## src/rtl/qpa_pkg.sv

```systemverilog
package qpa_pkg;

    localparam int PRIO_W     = 2;
    localparam int CFG_SLOT_W = 4;
    localparam int QOS_W      = 2;

    typedef logic [PRIO_W-1:0] prio_t;

    // per-host configuration slot, packed as {qos_en, prio}
    typedef struct packed {
        logic  qos_en;
        prio_t prio;
    } host_cfg_t;

    localparam int CFG_USED_W = $bits(host_cfg_t);

    typedef enum logic {
        ST_IDLE = 1'b0,
        ST_XFER = 1'b1
    } arb_state_t;

    // effective priority: programmed value, or host level capped by it
    function automatic prio_t effective_prio(host_cfg_t c, prio_t lvl);
        if (!c.qos_en)
            return c.prio;
        return (lvl < c.prio) ? lvl : c.prio;
    endfunction

    // only the lowest and highest pools rotate
    function automatic logic pool_rotates(prio_t p);
        return (p == '0) || (p == '1);
    endfunction

endpackage

```

## src/rtl/qpa_cfg_reg.sv

```systemverilog
module qpa_cfg_reg
    import qpa_pkg::*;
#(
    parameter int          N_HOSTS  = 4,
    parameter logic [3:0]  RST_SLOT = 4'h0
) (
    input  logic                         clk,
    input  logic                         rst,
    input  logic                         wr_en,
    input  logic                         wp_en,
    input  logic [N_HOSTS*CFG_SLOT_W-1:0] wr_data,
    output host_cfg_t [N_HOSTS-1:0]      cfg,
    output logic [N_HOSTS*CFG_SLOT_W-1:0] rd_data
);

    localparam host_cfg_t RST_CFG = host_cfg_t'(RST_SLOT[CFG_USED_W-1:0]);

    logic wr_ok;
    assign wr_ok = wr_en && !wp_en;

    for (genvar h = 0; h < N_HOSTS; h++) begin : g_slot
        host_cfg_t slot_q;

        always_ff @(posedge clk) begin
            if (rst)
                slot_q <= RST_CFG;
            else if (wr_ok)
                slot_q <= host_cfg_t'(wr_data[h*CFG_SLOT_W +: CFG_USED_W]);
        end

        assign cfg[h] = slot_q;
        assign rd_data[h*CFG_SLOT_W +: CFG_SLOT_W] =
            {{(CFG_SLOT_W-CFG_USED_W){1'b0}}, slot_q};
    end

    // a protected write leaves the stored configuration alone
    p_wp_hold_r3: assert property (@(posedge clk) disable iff (rst)
        (wr_en && wp_en) |=> $stable(rd_data));

    // an unprotected write shows up at the next edge
    p_wr_apply_r2: assert property (@(posedge clk) disable iff (rst)
        (wr_en && !wp_en) |=> (cfg == $past(cfg_from_bus(wr_data))));

    function automatic logic [N_HOSTS*CFG_USED_W-1:0]
        cfg_from_bus(logic [N_HOSTS*CFG_SLOT_W-1:0] d);
        logic [N_HOSTS*CFG_USED_W-1:0] r;
        for (int h = 0; h < N_HOSTS; h++)
            r[h*CFG_USED_W +: CFG_USED_W] = d[h*CFG_SLOT_W +: CFG_USED_W];
        return r;
    endfunction

endmodule

```

## src/rtl/qpa_prio_eval.sv

```systemverilog
module qpa_prio_eval
    import qpa_pkg::*;
#(
    parameter int N_HOSTS = 4
) (
    input  host_cfg_t [N_HOSTS-1:0]      cfg,
    input  logic [N_HOSTS-1:0]           req,
    input  logic [N_HOSTS*QOS_W-1:0]     qos_lvl,
    output prio_t [N_HOSTS-1:0]          eff,
    output prio_t                        top_pool,
    output logic [N_HOSTS-1:0]           pool_mask,
    output logic                         any_req
);

    for (genvar h = 0; h < N_HOSTS; h++) begin : g_eff
        assign eff[h] = effective_prio(cfg[h], prio_t'(qos_lvl[h*QOS_W +: QOS_W]));
    end

    assign any_req = |req;

    always_comb begin
        top_pool = '0;
        for (int h = 0; h < N_HOSTS; h++) begin
            if (req[h] && (eff[h] > top_pool))
                top_pool = eff[h];
        end
    end

    always_comb begin
        for (int h = 0; h < N_HOSTS; h++)
            pool_mask[h] = req[h] && (eff[h] == top_pool);
    end

endmodule

```

## src/rtl/qpa_pool_pick.sv

```systemverilog
module qpa_pool_pick
    import qpa_pkg::*;
#(
    parameter int N_HOSTS = 4,
    parameter int IDX_W   = 2
) (
    input  logic [N_HOSTS-1:0] cand,
    input  prio_t              pool,
    input  logic [IDX_W-1:0]   ptr_lo,
    input  logic [IDX_W-1:0]   ptr_hi,
    output logic [N_HOSTS-1:0] win_oh,
    output logic [IDX_W-1:0]   win_idx
);

    int   start;
    int   idx;
    logic found;

    // fixed pools search from host 0, rotating pools from their pointer
    always_comb begin
        if (!pool_rotates(pool))
            start = 0;
        else if (pool == '0)
            start = int'(ptr_lo);
        else
            start = int'(ptr_hi);
    end

    always_comb begin
        found   = 1'b0;
        win_oh  = '0;
        win_idx = '0;
        for (int k = 0; k < N_HOSTS; k++) begin
            idx = start + k;
            if (idx >= N_HOSTS)
                idx = idx - N_HOSTS;
            if (!found && cand[idx]) begin
                found       = 1'b1;
                win_oh[idx] = 1'b1;
                win_idx     = IDX_W'(idx);
            end
        end
    end

endmodule

```

## src/rtl/qos_pool_arbiter.sv

```systemverilog
module qos_pool_arbiter
    import qpa_pkg::*;
#(
    parameter int         N_HOSTS      = 4,
    parameter logic [3:0] CFG_RST_SLOT = 4'h0
) (
    input  logic                          clk,
    input  logic                          rst,
    input  logic                          cfg_wr_en,
    input  logic                          cfg_wp_en,
    input  logic [N_HOSTS*CFG_SLOT_W-1:0] cfg_wr_data,
    output logic [N_HOSTS*CFG_SLOT_W-1:0] cfg_rd_data,
    input  logic [N_HOSTS-1:0]            req,
    input  logic [N_HOSTS*QOS_W-1:0]      qos_lvl,
    input  logic [N_HOSTS-1:0]            xfer_done,
    output logic [N_HOSTS-1:0]            gnt,
    output logic                          gnt_valid,
    output logic [PRIO_W-1:0]             gnt_prio
);

    localparam int IDX_W = (N_HOSTS > 1) ? $clog2(N_HOSTS) : 1;
    localparam logic [IDX_W-1:0] LAST_IDX = IDX_W'(N_HOSTS - 1);

    host_cfg_t [N_HOSTS-1:0] cfg;
    prio_t     [N_HOSTS-1:0] eff;
    prio_t                   top_pool;
    logic [N_HOSTS-1:0]      pool_mask;
    logic                    any_req;
    logic [N_HOSTS-1:0]      win_oh;
    logic [IDX_W-1:0]        win_idx;
    logic [IDX_W-1:0]        win_next;

    arb_state_t              state_q;
    logic [N_HOSTS-1:0]      gnt_q;
    prio_t                   gnt_prio_q;
    logic [IDX_W-1:0]        gnt_idx_q;
    logic [IDX_W-1:0]        rr_lo_q;
    logic [IDX_W-1:0]        rr_hi_q;
    logic                    owner_done;

    qpa_cfg_reg #(
        .N_HOSTS  (N_HOSTS),
        .RST_SLOT (CFG_RST_SLOT)
    ) u_cfg (
        .clk     (clk),
        .rst     (rst),
        .wr_en   (cfg_wr_en),
        .wp_en   (cfg_wp_en),
        .wr_data (cfg_wr_data),
        .cfg     (cfg),
        .rd_data (cfg_rd_data)
    );

    qpa_prio_eval #(
        .N_HOSTS (N_HOSTS)
    ) u_eval (
        .cfg       (cfg),
        .req       (req),
        .qos_lvl   (qos_lvl),
        .eff       (eff),
        .top_pool  (top_pool),
        .pool_mask (pool_mask),
        .any_req   (any_req)
    );

    qpa_pool_pick #(
        .N_HOSTS (N_HOSTS),
        .IDX_W   (IDX_W)
    ) u_pick (
        .cand    (pool_mask),
        .pool    (top_pool),
        .ptr_lo  (rr_lo_q),
        .ptr_hi  (rr_hi_q),
        .win_oh  (win_oh),
        .win_idx (win_idx)
    );

    assign win_next   = (win_idx == LAST_IDX) ? '0 : win_idx + 1'b1;
    assign owner_done = xfer_done[gnt_idx_q];

    always_ff @(posedge clk) begin
        if (rst) begin
            state_q    <= ST_IDLE;
            gnt_q      <= '0;
            gnt_prio_q <= '0;
            gnt_idx_q  <= '0;
            rr_lo_q    <= '0;
            rr_hi_q    <= '0;
        end else begin
            unique case (state_q)
                ST_IDLE: begin
                    if (any_req) begin
                        state_q    <= ST_XFER;
                        gnt_q      <= win_oh;
                        gnt_prio_q <= top_pool;
                        gnt_idx_q  <= win_idx;
                        if (top_pool == '0)
                            rr_lo_q <= win_next;
                        if (top_pool == '1)
                            rr_hi_q <= win_next;
                    end
                end
                ST_XFER: begin
                    if (owner_done) begin
                        state_q    <= ST_IDLE;
                        gnt_q      <= '0;
                        gnt_prio_q <= '0;
                    end
                end
                default: state_q <= ST_IDLE;
            endcase
        end
    end

    assign gnt       = gnt_q;
    assign gnt_valid = (state_q == ST_XFER);
    assign gnt_prio  = gnt_prio_q;

    // never more than one host granted
    p_gnt_onehot_r8: assert property (@(posedge clk) disable iff (rst)
        $onehot0(gnt_q));

    // the valid flag and the grant vector agree
    p_valid_match_r8: assert property (@(posedge clk) disable iff (rst)
        (state_q == ST_XFER) == (gnt_q != '0));

    // an idle arbiter with requests grants one of the requesters
    p_grant_req_r8: assert property (@(posedge clk) disable iff (rst)
        (state_q == ST_IDLE && req != '0) |=> ((gnt_q & $past(req)) != '0));

    // the grant and its priority stay put until the owner finishes
    p_hold_r9: assert property (@(posedge clk) disable iff (rst)
        (state_q == ST_XFER && !owner_done) |=> ($stable(gnt_q) && $stable(gnt_prio_q)));

    // the owner's done releases the grant at the next edge
    p_release_r10: assert property (@(posedge clk) disable iff (rst)
        (state_q == ST_XFER && owner_done) |=> (gnt_q == '0 && gnt_prio_q == '0));

    // the low pool pointer moves only on a grant from pool 0
    p_lo_ptr_r7: assert property (@(posedge clk) disable iff (rst)
        !(state_q == ST_IDLE && any_req && top_pool == '0) |=> $stable(rr_lo_q));

    // the high pool pointer moves only on a grant from pool 3
    p_hi_ptr_r7: assert property (@(posedge clk) disable iff (rst)
        !(state_q == ST_IDLE && any_req && top_pool == '1) |=> $stable(rr_hi_q));

endmodule

```

## config.mk

```make
export PLATFORM = sky130hd
export DESIGN_NAME = qos_pool_arbiter
export DESIGN_NICKNAME = d
export VERILOG_FILES = /design/src/rtl/qpa_pkg.sv /design/src/rtl/qpa_cfg_reg.sv /design/src/rtl/qpa_prio_eval.sv /design/src/rtl/qpa_pool_pick.sv /design/src/rtl/qos_pool_arbiter.sv
export SDC_FILE = /design/constraint.sdc
export NUM_CORES = 1
export LEC_CHECK = 0
export CORE_UTILIZATION = 45
export DETAILED_ROUTE_END_ITERATION = 8
export PLACE_DENSITY_LB_ADDON = 0.25
export RECOVER_POWER = 25
export REMOVE_ABC_BUFFERS = 1
export SLEW_MARGIN = 5
export SYNTH_ARGS = -nofsm -noshare
export SYNTH_HDL_FRONTEND = slang
export SYNTH_SLANG_ARGS = --single-unit
```

## constraint.sdc

```tcl
create_clock -name clk -period 7.25 [get_ports clk]
set_input_delay 1.45 -clock clk [delete_from_list [all_inputs] [get_ports clk]]
set_output_delay 1.45 -clock clk [all_outputs]
set_load 0.01 [all_outputs]
```

==> flow_summary_export.csv, run 1 <==
group,metric,value,unit
setup_path,startpoint_type,"primary input",
worst_hold_path,min_path_type,"reg -> reg",
synthesis,synth_commonest_cells,"nand2_1, dfxtp_1, ha_1, a21oi_1",
setup_path,cp.arrival,7.12,ns
detailed_routing,initialDrtViolationCount,165,
finish,drive_above_1_share,0.243,
timing,rsz0062_at_grt,"false",
synthesis,netlist_area,0.00237,mm^2
finish,final_nets,442,
die,die_x,74.6,um
setup_path,slowest_delay,0.40,ns
detailed_routing,drcViolationCount,0,
clock_tree,cts_buffers,3,
setup_path,path_buf_inv,6,
setup_path,path_max_fanout,4,
synthesis,ys_types,63,
synthesis,async_reset_ff_frac,0,
synthesis,syn_avg_cell_area,8.29,um^2
synthesis,synth_most_common_cell,"nand2_1",
detailed_routing,ant_nets,0,
detailed_routing,via_per_inst,5.46,
setup_path,cp.required,7.44,ns
global_route,antenna_found_initial,0,
finish,nFillCells,426,
timing,finalSetupViolCount,0,
setup_path,slowest_stage,"clkdlybuf4s50_1",
global_route,grt_pass1_vias,2295,
timing,finalCritPeriodShare,0.957,
timing,slew_headroom,0.449,
timing,clock_skew,0.00517,ns
placed_design,io_buffers,50,
finish,area_growth,46.0,%
global_route,track_usage,0.238,
timing,worst_slew_pin_slew,0.824,ns
clock_tree,htree_levels,1,
global_route,grt_pass1_wl,10.3,mm
synthesis,syn-instance-count,286,
run,drv_cap,0,
clock_tree,cts_num_sinks,25,
clock_tree,cts_tree,"done",
synthesis,synth_edf_count,0,
pwr,powerDensity,210,mW/mm^2
die,core,0.00507,mm^2
global_route,grt_max_degree,24,
clock_tree,clock_path_buffers,2,
synthesis,yosysWarnings,0,
synthesis,synth-main-ff-cell,"dfxtp_1",
global_route,grt_overflow,0,
synthesis,synth_area_leaders,"dfxtp_1, ha_1, mux2i_1",
pwr,ir_drop,162,uV
synthesis,synth_top_area_frac,0.211,
die,std_cell_rows,26,
synthesis,ys_ff_latch,25,
detailed_routing,vias,2472,
die,ios,59,
synthesis,ys_seq_area_frac,0.211,
die,die_height,74.6,um
timing,fin_crit,6.94,ns
die,dieArea,0.00556,mm^2
placed_design,pre_cts_ws,-0.481,ns
detailed_routing,wirelength,6.53,mm
pwr,p_leak,1.49,nW
timing,final_max_slew_viol_count,0,
timing,clock.fmax,0.144,GHz
die,start_util,0.467,
setup_path,crit_type,"in -> reg",
clock_tree,clkLatencyLatePin,0.28,ns
setup_path,critPathMostFrequentCell,"buf_4",
finish,n_antenna_cell,0,
clock_tree,clk_pin_slew,0.09,ns
timing,setup_slack,0.312,ns
clock_tree,cts_root_buf,"clkbuf_8",
detailed_routing,wl_per_cell,14.4,um
placed_design,place.gp.congestion,0.905,
synthesis,synth_top_area_cell,"dfxtp_1",
setup_path,setup.worst_path.end_class,"flip-flop",
outcome,status,"finished clean",
setup_path,crit_family,"simple AND/OR/NAND/NOR gates",
detailed_routing,firstDrtPassIters,4,
finish,post-route-util,0.682,
timing,finalHoldViolations,0,
placed_design,dpl.hpwl,5.07,mm
power by group:
part	internal (mW)	switching (mW)	total (mW)
registers	0.157	0.0131	0.170
logic	0.251	0.220	0.471
clock network	0.0386	0.0484	0.0870
total	0.446	0.281	0.728
cells by family after synthesis:
kind of cell / share of synthesized area
AO/OA/AOI/OAI: 0.274
flip-flops: 0.211
XOR/XNOR: 0.0185
multiplexers: 0.115
other: 0.00158
AND/OR/NAND/NOR: 0.211
adder cells (fa/ha/maj): 0.116
buffers and inverters: 0.0528
cells in the final DEF (no fill, tap or decap), drive strengths merged, types with 5 or more instances in the layout:
cell | synthesis | final
buf | 5 | 51
ha | 22 | 22
nor2 | 16 | 16
o211a | 5 | 5
and2 | 5 | 5
o21ai | 8 | 8
clkdlybuf4s50 | 0 | 37
nand2 | 33 | 33
mux2i | 16 | 16
dlygate4sd3 | 0 | 11
inv | 17 | 17
xnor2 | 5 | 5
a21oi | 17 | 17
dfxtp | 25 | 25
mux2 | 7 | 7
nand3 | 10 | 10
a22o | 7 | 7
nor3 | 9 | 9
worst paths after layout:
| check | from | endpoint | slack [ns] | depth (start not counted) |
|---|---|---|---|---|
| setup / recovery | qos_lvl[0] | rr_hi_q[1]$_SDFFE_PP0P_ | 0.31 | 25 |
| hold / removal | gnt[1]$_SDFFE_PP0P_ | gnt[1]$_SDFFE_PP0P_ | 0.48 | 1 |
| setup reg to reg | u_cfg.cfg[1]$_SDFFE_PP0P_ | rr_hi_q[1]$_SDFFE_PP0P_ | 1.19 | 26 |
| hold reg to reg | gnt[1]$_SDFFE_PP0P_ | gnt[1]$_SDFFE_PP0P_ | 0.48 | 1 |
layout make-up:
type                    count  area, um^2  area share
clock inverters             1        5.00     0.00145
inverters                  18        68.8      0.0199
multi-input cells         235        1860       0.537
flip-flops and latches     25         500       0.145
clock buffers               3        41.3      0.0119
well taps                  70        87.6      0.0253
repair buffers            101         901       0.260
sequential cells by signal (all words and copies together) (netlist names):
signal,cells
gnt,4
gnt_idx_q,2
gnt_prio,2
gnt_valid,1
rr_hi_q,2
rr_lo_q,2
u_cfg.cfg,12
per-stage QoR:
stage	total power, mW	hold WS (ns)	cell area, um^2	TNS [ns]	instances
floorplan	0.414	0.465	2320	0	278
global placement	0.588	0.464	3270	-1.04	445
detailed placement	0.598	0.465	3270	-2.69	445
CTS	0.689	0.489	3330	0	450
global route	0.776	0.499	3460	0	453
finish	0.728	0.483	3460	0	453
metal layers:
metal  routed length [um]  vias up  track usage
met5                    0        -            0
met4                   61        0       0.0566
met3                  269        5       0.0325
met2                 3080       57        0.385
met1                 3120     1155        0.333
li1                     -     1255            -
repair_timing:
action / 4_1_cts / 5_1_grt
hold buffers: 0 / 0
setup endpoints to repair: 5 / 9
pin swaps: 3 / 14
setup buffers: 1 / 3
gates resized for setup: 4 / 20
Note: power is estimated with default switching activity, not from simulation.
==> run 2, diff against run 1 <==
- CORE_UTILIZATION: 45 -> 46
- SYNTH_HIERARCHICAL: not set -> 1
==> flow_summary_export.csv, run 2 <==
group,metric,value,unit
detailed_routing,firstDrtPassIters,4,
die,start_util,0.483,
timing,worst_slew_pin_slew,0.924,ns
detailed_routing,via_per_inst,5.35,
timing,rsz0062_at_grt,"false",
clock_tree,cts_buffers,3,
detailed_routing,wirelength,6.16,mm
timing,slew_headroom,0.383,
finish,drive_above_1_share,0.292,
finish,final_nets,418,
setup_path,critPathMostFrequentCell,"ha_4",
setup_path,path_max_fanout,8,
timing,final_max_slew_viol_count,0,
global_route,grt_pass1_wl,9.83,mm
clock_tree,clk_pin_slew,0.09,ns
synthesis,yosysWarnings,6,
global_route,grt_overflow,0,
finish,n_antenna_cell,0,
global_route,track_usage,0.223,
clock_tree,htree_levels,1,
setup_path,slowest_stage,"o32a_1",
setup_path,cp.arrival,7.10,ns
die,ios,59,
die,std_cell_rows,26,
setup_path,cp-endpoint,"rr_lo_q[1]$_SDFFE_PP0P_",
die,core,0.00514,mm^2
global_route,grt_max_degree,44,
die,die_height,75.5,um
clock_tree,clock_path_buffers,2,
worst_hold_path,min_path_type,"reg -> reg",
setup_path,startpoint_type,"primary input",
run,drv_cap,0,
detailed_routing,wl_per_cell,14.3,um
pwr,p_leak,1.46,nW
timing,finalSetupViolCount,0,
finish,layout_commonest_cell,"buf_4",
synthesis,syn-instance-count,280,
placed_design,dpl.hpwl,4.46,mm
clock_tree,cts_num_sinks,25,
setup_path,r2r_setup_slack,1.12,ns
timing,clock.fmax,0.144,GHz
detailed_routing,initialDrtViolationCount,105,
pwr,powerDensity,203,mW/mm^2
setup_path,crit_type,"in -> reg",
synthesis,syn_avg_cell_area,8.87,um^2
finish,fin_area,0.00352,mm^2
setup_path,reg2reg_from,"u_cfg/cfg[4]$_SDFFE_PP0P_",
die,die_x,75.5,um
timing,finalCritPeriodShare,0.958,
timing,setup_slack,0.307,ns
setup_path,setup.worst_path.end_class,"flip-flop",
setup_path,slowest_delay,0.40,ns
pwr,ir_drop,157,uV
clock_tree,clkLatencyLatePin,0.27,ns
placed_design,io_buffers,50,
detailed_routing,drcViolationCount,0,
placed_design,place_area,0.00321,mm^2
synthesis,netlist_area,0.00248,mm^2
finish,largest_reg_flops,12,
clock_tree,ctsHoldBuffers,0,
timing,clock_skew,0.00893,ns
timing,fin_crit,6.94,ns
placed_design,place.gp.congestion,0.867,
detailed_routing,ant_nets,0,
global_route,grt_pass1_vias,2171,
finish,area_growth,41.7,%
finish,post-route-util,0.684,
detailed_routing,vias,2302,
setup_path,r2r_cells,30,
placed_design,pre_cts_ws,-0.764,ns
setup_path,crit_start,"qos_lvl[3]",
outcome,status,"finished clean",
die,dieArea,0.00569,mm^2
global_route,antenna_found_initial,0,
worst_hold_path,min_from,"gnt_prio[0]$_SDFFE_PP0P_",
setup_path,cp.required,7.40,ns
pwr,power,0.713,mW
finish,final_cell_mix,"buf_4, clkdlybuf4s50_1, dfxtp_1, inv_1, nand2b_1",
clock_tree,cts_root_buf,"clkbuf_8",
clock_tree,cts_tree,"done",
timing,finalHoldViolations,0,
setup_path,r2r_end,"rr_lo_q[1]$_SDFFE_PP0P_",
[run 2: power by group]
part	internal, mW	total (mW)	switching (mW)
Sequential	0.157	0.176	0.0182
Combinational	0.246	0.452	0.206
Clock	0.0385	0.0858	0.0473
[run 2: stage by stage]
stage                     instances  hold WS [ns]  setup TNS, ns
after floorplan                 252         0.460          -2.31
after global placement          418         0.474          -5.79
after detailed placement        418         0.481          -6.40
after CTS                       427         0.495              0
after global routing            430         0.527              0
final                           430         0.496              0
[run 2: worst min path at each step]
stage	slack, ns	endpoint	cells after the start
2_1_floorplan	0.46	rr_lo_q[1]$_SDFFE_PP0P_	2
3_3_place_gp	0.47	u_cfg/cfg[6]$_SDFFE_PP0P_	2
3_5_place_dp	0.48	u_cfg/cfg[6]$_SDFFE_PP0P_	2
4_1_cts	0.50	u_cfg/cfg[9]$_SDFFE_PP0P_	2
5_1_grt	0.53	gnt_prio[1]$_SDFFE_PP0P_	2
6_report	0.50	gnt_prio[0]$_SDFFE_PP0P_	2
[run 2: routing by layer]
metal | vias to the layer above | wire length, um | GRT usage
met1 | 1106 | 2790 | 0.278
met4 | 0 | 89 | 0.0700
li1 | 1149 | - | -
met3 | 10 | 139 | 0.0238
met5 | - | 0 | 0
met2 | 37 | 3140 | 0.401
[run 2: repair_timing]
item / 4_1_cts / 5_1_grt
pin swaps: 14 / 18
setup buffers: 5 / 3
resized for setup: 14 / 23
setup endpoints to repair: 10 / 10
[run 2: area by class of cell]
cell class                 count  area, um^2
sequential                    25         500
inverter                      25        93.8
timing repair buffer         104         911
clock inverter                 1        5.00
multi-input combinational    202        1880
clock buffer                   3        41.3
fill                         427        1620
tap                           70        87.6
[run 2: critical path, delay by kind of cell]
family,cells,cell delay [ns]
fa+ha+maj,7,1.83
buf+inv,2,0.18
simple gates,11,1.87
mux,3,0.54
compound gates,7,1.21
